==> src/rtl/irq_pkg.sv <==
package irq_pkg;
  typedef enum logic [3:0] {
    STP_IDLE      = 4'd0,
    STP_ENT_DEC1  = 4'd1,
    STP_ENT_FLAGS = 4'd2,
    STP_ENT_DEC2  = 4'd3,
    STP_ENT_IP    = 4'd4,
    STP_ENT_VEC   = 4'd5,
    STP_RET_IP    = 4'd6,
    STP_RET_INC1  = 4'd7,
    STP_RET_FLAGS = 4'd8,
    STP_RET_INC2  = 4'd9
  } stk_step_e;
endpackage

==> src/rtl/irq_pend.sv <==
module irq_pend #(
  parameter int N = 32,
  parameter logic [N-1:0] LEVEL_MASK = '0,
  parameter logic [N-1:0] LOW_MASK = '0
) (
  input  logic         clk,
  input  logic         rst,
  input  logic [N-1:0] pin_raw,
  input  logic [N-1:0] evt_in,
  input  logic [N-1:0] ack_oh,
  output logic [N-1:0] pend
);
  for (genvar i = 0; i < N; i++) begin : g_line
    if (LEVEL_MASK[i]) begin : g_pin
      always_ff @(posedge clk) begin
        if (rst) pend[i] <= 1'b0;
        else     pend[i] <= pin_raw[i] ^ LOW_MASK[i];
      end
    end else begin : g_evt
      always_ff @(posedge clk) begin
        if (rst) pend[i] <= 1'b0;
        else     pend[i] <= (pend[i] & ~ack_oh[i]) | evt_in[i];
      end
    end
  end
endmodule

==> src/rtl/irq_arb.sv <==
module irq_arb #(
  parameter int N = 32,
  parameter int NUM_NMI = 8,
  localparam int IDX_W = $clog2(N)
) (
  input  logic [N-1:0]   pend,
  input  logic [IDX_W:0] cur_lvl,
  input  logic           ie,
  output logic           valid,
  output logic [IDX_W-1:0] idx
);
  logic [N-1:0] elig;

  for (genvar i = 0; i < N; i++) begin : g_elig
    if (i < NUM_NMI) begin : g_nmi
      assign elig[i] = pend[i] && (cur_lvl > (IDX_W+1)'(i));
    end else begin : g_mask
      assign elig[i] = pend[i] && ie && (cur_lvl > (IDX_W+1)'(i));
    end
  end

  always_comb begin
    valid = 1'b0;
    idx   = '0;
    for (int i = N - 1; i >= 0; i--) begin
      if (elig[i]) begin
        valid = 1'b1;
        idx   = IDX_W'(i);
      end
    end
  end
endmodule

==> src/rtl/irq_isr.sv <==
module irq_isr #(
  parameter int N = 32,
  localparam int IDX_W = $clog2(N)
) (
  input  logic             clk,
  input  logic             rst,
  input  logic             set_en,
  input  logic [IDX_W-1:0] set_idx,
  input  logic             clr_en,
  output logic [N-1:0]     isr,
  output logic [IDX_W:0]   cur_lvl
);
  always_ff @(posedge clk) begin
    if (rst)         isr <= '0;
    else if (clr_en) isr <= isr & (isr - N'(1));
    else if (set_en) isr <= isr | (N'(1) << set_idx);
  end

  always_comb begin
    cur_lvl = (IDX_W+1)'(N);
    for (int i = N - 1; i >= 0; i--) begin
      if (isr[i]) cur_lvl = (IDX_W+1)'(i);
    end
  end
endmodule

==> src/rtl/irq_seq.sv <==
module irq_seq
  import irq_pkg::*;
(
  input  logic      clk,
  input  logic      rst,
  input  logic      start_ent,
  input  logic      start_ret,
  output stk_step_e step,
  output logic      idle
);
  stk_step_e nxt;

  always_comb begin
    case (step)
      STP_IDLE:      nxt = start_ret ? STP_RET_IP : (start_ent ? STP_ENT_DEC1 : STP_IDLE);
      STP_ENT_DEC1:  nxt = STP_ENT_FLAGS;
      STP_ENT_FLAGS: nxt = STP_ENT_DEC2;
      STP_ENT_DEC2:  nxt = STP_ENT_IP;
      STP_ENT_IP:    nxt = STP_ENT_VEC;
      STP_RET_IP:    nxt = STP_RET_INC1;
      STP_RET_INC1:  nxt = STP_RET_FLAGS;
      STP_RET_FLAGS: nxt = STP_RET_INC2;
      default:       nxt = STP_IDLE;
    endcase
  end

  always_ff @(posedge clk) begin
    if (rst) step <= STP_IDLE;
    else     step <= nxt;
  end

  assign idle = (step == STP_IDLE);
endmodule

==> src/rtl/prio_irq_ctrl.sv <==
module prio_irq_ctrl
  import irq_pkg::*;
#(
  parameter int NUM_SRC = 32,
  parameter int NUM_NMI = 8,
  parameter int ADDR_W = 32,
  parameter logic [NUM_SRC-1:0] LEVEL_MASK = 32'hFFFF_2A03,
  parameter logic [NUM_SRC-1:0] LOW_MASK = 32'hFFFF_2A00,
  localparam int IDX_W = $clog2(NUM_SRC)
) (
  input  logic               clk,
  input  logic               rst,
  input  logic [NUM_SRC-1:0] pin_raw,
  input  logic [NUM_SRC-1:0] evt_in,
  input  logic               ie_flag,
  input  logic               insn_done,
  input  logic               iret,
  input  logic [ADDR_W-1:0]  table_base,
  output logic               irq_take,
  output logic [IDX_W-1:0]   irq_num,
  output logic [ADDR_W-1:0]  vec_addr,
  output logic [NUM_SRC-1:0] in_service,
  output logic [3:0]         stack_step
);
  logic [NUM_SRC-1:0] pend;
  logic [NUM_SRC-1:0] ack_oh;
  logic [IDX_W:0]     cur_lvl;
  logic               win_valid;
  logic [IDX_W-1:0]   win_idx;
  logic               seq_idle;
  logic               take_now;
  logic               ret_now;
  stk_step_e          step;

  assign ret_now  = iret && seq_idle && (|in_service);
  assign take_now = insn_done && seq_idle && !ret_now && win_valid;
  assign ack_oh   = take_now ? (NUM_SRC'(1) << win_idx) : '0;

  irq_pend #(.N(NUM_SRC), .LEVEL_MASK(LEVEL_MASK), .LOW_MASK(LOW_MASK)) u_pend (
    .clk(clk), .rst(rst), .pin_raw(pin_raw), .evt_in(evt_in),
    .ack_oh(ack_oh), .pend(pend)
  );

  irq_arb #(.N(NUM_SRC), .NUM_NMI(NUM_NMI)) u_arb (
    .pend(pend), .cur_lvl(cur_lvl), .ie(ie_flag),
    .valid(win_valid), .idx(win_idx)
  );

  irq_isr #(.N(NUM_SRC)) u_isr (
    .clk(clk), .rst(rst), .set_en(take_now), .set_idx(win_idx),
    .clr_en(ret_now), .isr(in_service), .cur_lvl(cur_lvl)
  );

  irq_seq u_seq (
    .clk(clk), .rst(rst), .start_ent(take_now), .start_ret(ret_now),
    .step(step), .idle(seq_idle)
  );

  always_ff @(posedge clk) begin
    if (rst) begin
      irq_take <= 1'b0;
      irq_num  <= '0;
      vec_addr <= '0;
    end else begin
      irq_take <= take_now;
      if (take_now) begin
        irq_num  <= win_idx;
        vec_addr <= table_base + ADDR_W'({win_idx, 1'b0});
      end
    end
  end

  assign stack_step = step;
endmodule

==> config.mk <==
export PLATFORM = sky130hd
export DESIGN_NAME = prio_irq_ctrl
export DESIGN_NICKNAME = d
export VERILOG_FILES = /design/src/rtl/irq_pkg.sv /design/src/rtl/irq_pend.sv /design/src/rtl/irq_arb.sv /design/src/rtl/irq_isr.sv /design/src/rtl/irq_seq.sv /design/src/rtl/prio_irq_ctrl.sv
export SDC_FILE = /design/constraint.sdc
export NUM_CORES = 1
export LEC_CHECK = 0
export BUFFER_PORTS_ARGS = -buffer_cell sky130_fd_sc_hd__clkbuf_2
export CAP_MARGIN = 20
export CELL_PAD_IN_SITES_DETAIL_PLACEMENT = 1
export CELL_PAD_IN_SITES_GLOBAL_PLACEMENT = 1
export CORE_UTILIZATION = 30
export DETAILED_ROUTE_END_ITERATION = 12
export PLACE_DENSITY = 0.61
export SYNTH_ARGS = -nofsm -noshare
export SYNTH_HDL_FRONTEND = slang
export SYNTH_HIERARCHICAL = 1
export SYNTH_SLANG_ARGS = --single-unit
==> constraint.sdc <==
create_clock -name clk -period 15.21 [get_ports clk]
set_input_delay 2.2815 -clock clk [delete_from_list [all_inputs] [get_ports clk]]
set_output_delay 2.2815 -clock clk [all_outputs]
set_load 0.02 [all_outputs]
# Word level (Yosys, flattened, before mapping)

Cells that the tools add are included.

Register bits after elaboration: 106
Input port bits: 101
Output and inout bits: 74
Logic and storage cells: 300

Add/subtract/negate cells: 2
Order comparisons: 32
Eq/ne operators: 7
Shift operators: 1
Muxes and demuxes: 102
Bitwise logic cells: 54
Reduce and logical (&&, ||, !) cells: 65

Operators with widths:

| kind                                                                  | count |
|---|---|
| 6-bit two-way mux                                                     | 32 |
| 5-bit two-way mux                                                     | 32 |
| 6-bit by 5-bit > comparator with 1-bit output (second input constant) | 16 |
| 32-bit two-way mux                                                    | 2 |
| 1-bit logical AND                                                     | 61 |
| 6-bit by 4-bit > comparator with 1-bit output (second input constant) | 8 |
| 1-bit two-way mux                                                     | 33 |
| 32-bit by 6-bit adder with 32-bit output                              | 1 |
| 32-bit bitwise AND                                                    | 1 |
| 32-bit OR                                                             | 1 |
| 4-bit one-hot mux with 8 select lines                                 | 1 |
| 32-bit OR reduction                                                   | 1 |
| 1-bit by 5-bit left shift with 32-bit output (first input constant)   | 1 |
| 32-bit by 1-bit subtractor with 32-bit output (second input constant) | 1 |
| 1-bit inverter                                                        | 30 |
| 6-bit by 3-bit > comparator with 1-bit output (second input constant) | 4 |
| 16-bit two-way mux                                                    | 1 |
| 4-bit by 3-bit == test with 1-bit output (second input constant)      | 3 |
| 6-bit by 1-bit > comparator with 1-bit output (second input constant) | 2 |
| 6-bit by 2-bit > comparator with 1-bit output (second input constant) | 2 |
| 1-bit bitwise AND                                                     | 11 |
| 1-bit OR                                                              | 11 |
| 4-bit by 2-bit == test with 1-bit output (second input constant)      | 2 |
| 4-bit by 1-bit == test with 1-bit output (second input constant)      | 1 |
| 5 further kinds                                                       | 5 |

# Longest topological paths before layout

Depth in word-level cells: 71
Mapped depth: 21
Mapped depth without buffers: 18

# Modules after synthesis

Netlist, hierarchy kept.

Modules (own cells, without submodules):

| module        | instances | cells an instance | area an instance (µm²) | seq. area each (µm²) |
|---|---|---|---|---|
| prio_irq_ctrl | 1         | 302               | 2526.2                 | 760.7 |
| irq_isr       | 1         | 227               | 1719.1                 | 640.6 |
| irq_arb       | 1         | 157               | 1132.3                 | 0.0 |
| irq_pend      | 1         | 89                | 912.1                  | 640.6 |
| irq_seq       | 1         | 22                | 183.9                  | 80.1 |

# Least setup slack after synthesis

OpenSTA, ideal clock, no wires.

Path kind: input -> register
From: input ie_flag
To: register vec_addr[27]
Setup time: 86 ps
Arrival time: 5502 ps
Required time: 15124 ps
Slack: 9623 ps
Stages on the path: 13
Buffers on the path: 1
Cell sequence: o21a_1 o221ai_1 and2_1 nand3_1 nor3_1 nor3b_1 ha_1 a21o_2 a22oi_2 buf_2 nor4_1 xnor2_1 a211oi_1

Cells in the longest elaborated chain, start to end: 35
Elaborated cells between the ends (all ways): 114
Classes of those cells: add/sub: 1; mux: 64; reduce/logical: 49

RTL lines:

| what                                       | RTL line            | source |
|---|---|---|
| from (decl)                                | prio_irq_ctrl.sv:15 | `input logic ie_flag,` |
| 1-bit logical AND (2 in a row)             | irq_arb.sv:18       | `assign elig[i] = pend[i] && ie && (cur_lvl > (IDX_W+1)'(i));` |
| 5-bit two-way mux (23 in a row)            | irq_arb.sv:26       | `if (elig[i]) begin` |
| 5-bit two-way mux * (9 in a row)           | irq_arb.sv:26       |  |
| net win_idx[4]                             | prio_irq_ctrl.sv:29 | `logic [IDX_W-1:0] win_idx;` |
| 32-bit by 6-bit adder with 32-bit output * | prio_irq_ctrl.sv:68 | `vec_addr <= table_base + ADDR_W'({win_idx, 1'b0});` |
| to (signal assigned)                       | prio_irq_ctrl.sv:68 |  |
| to (decl)                                  | prio_irq_ctrl.sv:21 | `output logic [ADDR_W-1:0] vec_addr,` |

Mark *: on every way through the listed nets, which the timed path passes. The rest lies on a longest branch.
A chain may end at the register's enable or synchronous reset.

# Worst setup path after layout

From: input ie_flag
To: register vec_addr[23]

The elaborated chain is that of the path after synthesis.

==> impl_metrics.toml <==
[status]
status = "complete, no violations"

[setup_path]
endpoint = "vec_addr[23]"
worstPathArrival_ps = 6160
rr_startpoint = "u_isr/isr[9]"
r2r-end = "vec_addr[23]"
cp_max_fo = 17
r2r_cells = 19
required_ps = 15430
r2r_setup_slack_ps = 9460
end_kind = "register"
startpoint_type = "input pin"
crit_type = "in -> reg"
crit_start = "ie_flag"

[sta]
finClkSkew_ps = 14.8
setup_violations = 0
layout_min_cycle_time_ps = 5940
finalWorstSetupSlack_ps = 9270
max-slew-margin-rel_pct = 42.5
tightest_slew_ps = 860
rsz0062_at_grt = "false"
slew_violations = 0
finalHoldViolCount = 0
fmaxAchievable_mhz = 168
tns_ps = 0
finalCritPeriodShare_pct = 39.1

[route]
route.met3.wl_mm = 1.27
ant_nets = 0
drtIter0Drc = 381
routed_wl_mm = 21.8
route.vias.total = 6474
met2_length_mm = 9.98
highest_layer = "met5"
via_per_inst = 5.53
wl_met1_mm = 10.3
firstDrtPassIters = 5
remaining_drc_errors = 0
wl_per_cell_um = 18.6

[synthesis]
syn-num-nets = 879
avgSynthCellArea_um2 = 8.25
netlist_instances = 772
synth_area_um2 = 6370
yosysWarnings = 6

[placed_design]
dp.cells = 1154
placed_area_um2 = 7260
post-place-ws_ps = 8850
dp_hpwl_mm = 15.6
io_buffers = 142
place_congestion = 0.812

[die]
fp.dieArea_um2 = 21800
core_um2 = 20500
start_util_pct = 31.1
rows = 52
die_y_um = 148
io_pins = 175
die-width_um = 148

[global_routing]
antenna_found_initial = 2
track_usage_pct = 20.3
grt_pass1_vias = 6496
grt_pass1_wl_mm = 35.7
grt_max_degree = 64
overflow = 0

[finish]
layout.cells.non_filler = 1170
fill_cells = 2527
design_area_um2 = 7570
antenna_cells = 0
final_nets = 1002
final_cell_mix = "clkbuf_2 (141), dfxtp_1 (106), a21oi_1 (97)"
syn2layout_area_growth_pct = 19.0
final_common_cell = "clkbuf_2"
drive_gt1_share_pct = 25.4

[pwr]
p_per_area_nw_per_um2 = 274
leakage_nw = 2.95
ir_drop_uv = 159

[clock_network]
root_buffer = "clkbuf_16"
cts_resized = 0
cts.sinks = 106
cts.path.max_buffers = 2
cts_hold_buf = 0
cts_setup_buffers = 0
clk_latency_ps = 370
cts_tree = "built"
numCtsBuffers = 9
clkTransAtPathRegs_ps = 80
ctsHtreeMaxLevel = 3

[run]
cap_viol_max_count = 0

[min_path]
min_path_type = "reg -> reg"
-- power by group --
group / switching, W / internal, W / leakage, nW / total [W]
clock: 0.000126 / 0.000117 / 0.146 / 0.000243
sequential: 0.0000433 / 0.000325 / 0.871 / 0.000368
combinational: 0.000959 / 0.000508 / 1.94 / 0.00147
-- worst min path at each step --
stage                        start             end  slack (ps)  cells after the start
CTS                 u_pend/pend[4]  u_pend/pend[4]         480                      2
floorplan           u_pend/pend[5]  u_pend/pend[5]         450                      2
global route           vec_addr[7]     vec_addr[7]         510                      2
finish              u_pend/pend[4]  u_pend/pend[4]         470                      2
detailed placement  u_pend/pend[4]  u_pend/pend[4]         460                      2
global placement       vec_addr[7]     vec_addr[7]         460                      2
-- routing by layer --
metal | vias up | GRT usage, %
met2 | 116 | 32.8
met5 | - | 0
met1 | 3196 | 26.9
met3 | 14 | 6.27
met4 | 2 | 3.61
li1 | 3146 | -
-- layout make-up --
cell class | count | area (µm²) | area share (%)
Multi-Input combinational cell | 599 | 3900 | 51.4
Inverter | 22 | 82.6 | 1.09
Timing Repair Buffer | 157 | 826 | 10.9
Sequential cell | 106 | 2120 | 28.0
Clock buffer | 9 | 225 | 2.97
Tap cell | 270 | 338 | 4.46
Clock inverter | 7 | 85.1 | 1.12
-- registers in the layout, summed over array words and instances, names as in the netlist --
name and cells:
u_isr/isr 32, u_pend/pend 32, vec_addr 32, u_seq/step 4
irq_take 1, irq_num 5
-- critical path, cell delays in order --
cell and delay (ps):
clkbuf_2 330, o21a_1 380, o221ai_1 250, o221a_2 300, o221a_2 120, o21ai_0 100
a21oi_1 100, buf_4 180, ha_1 220, fa_1 410, a21o_2 240, a22oi_2 650
nor4b_1 170, xnor2_1 280, a211oi_1 120
-- stage by stage --
step / util [%] / hold slack, ps / total power, W
final: 37.0 / 473 / 0.00208
after global routing: 37.0 / 511 / 0.00225
after CTS: 37.0 / 477 / 0.00209
after detailed placement: 35.4 / 464 / 0.00184
after global placement: 35.4 / 460 / 0.00184
after floorplan: - / 447 / 0.00145
Power figures use the tool's default switching activity.
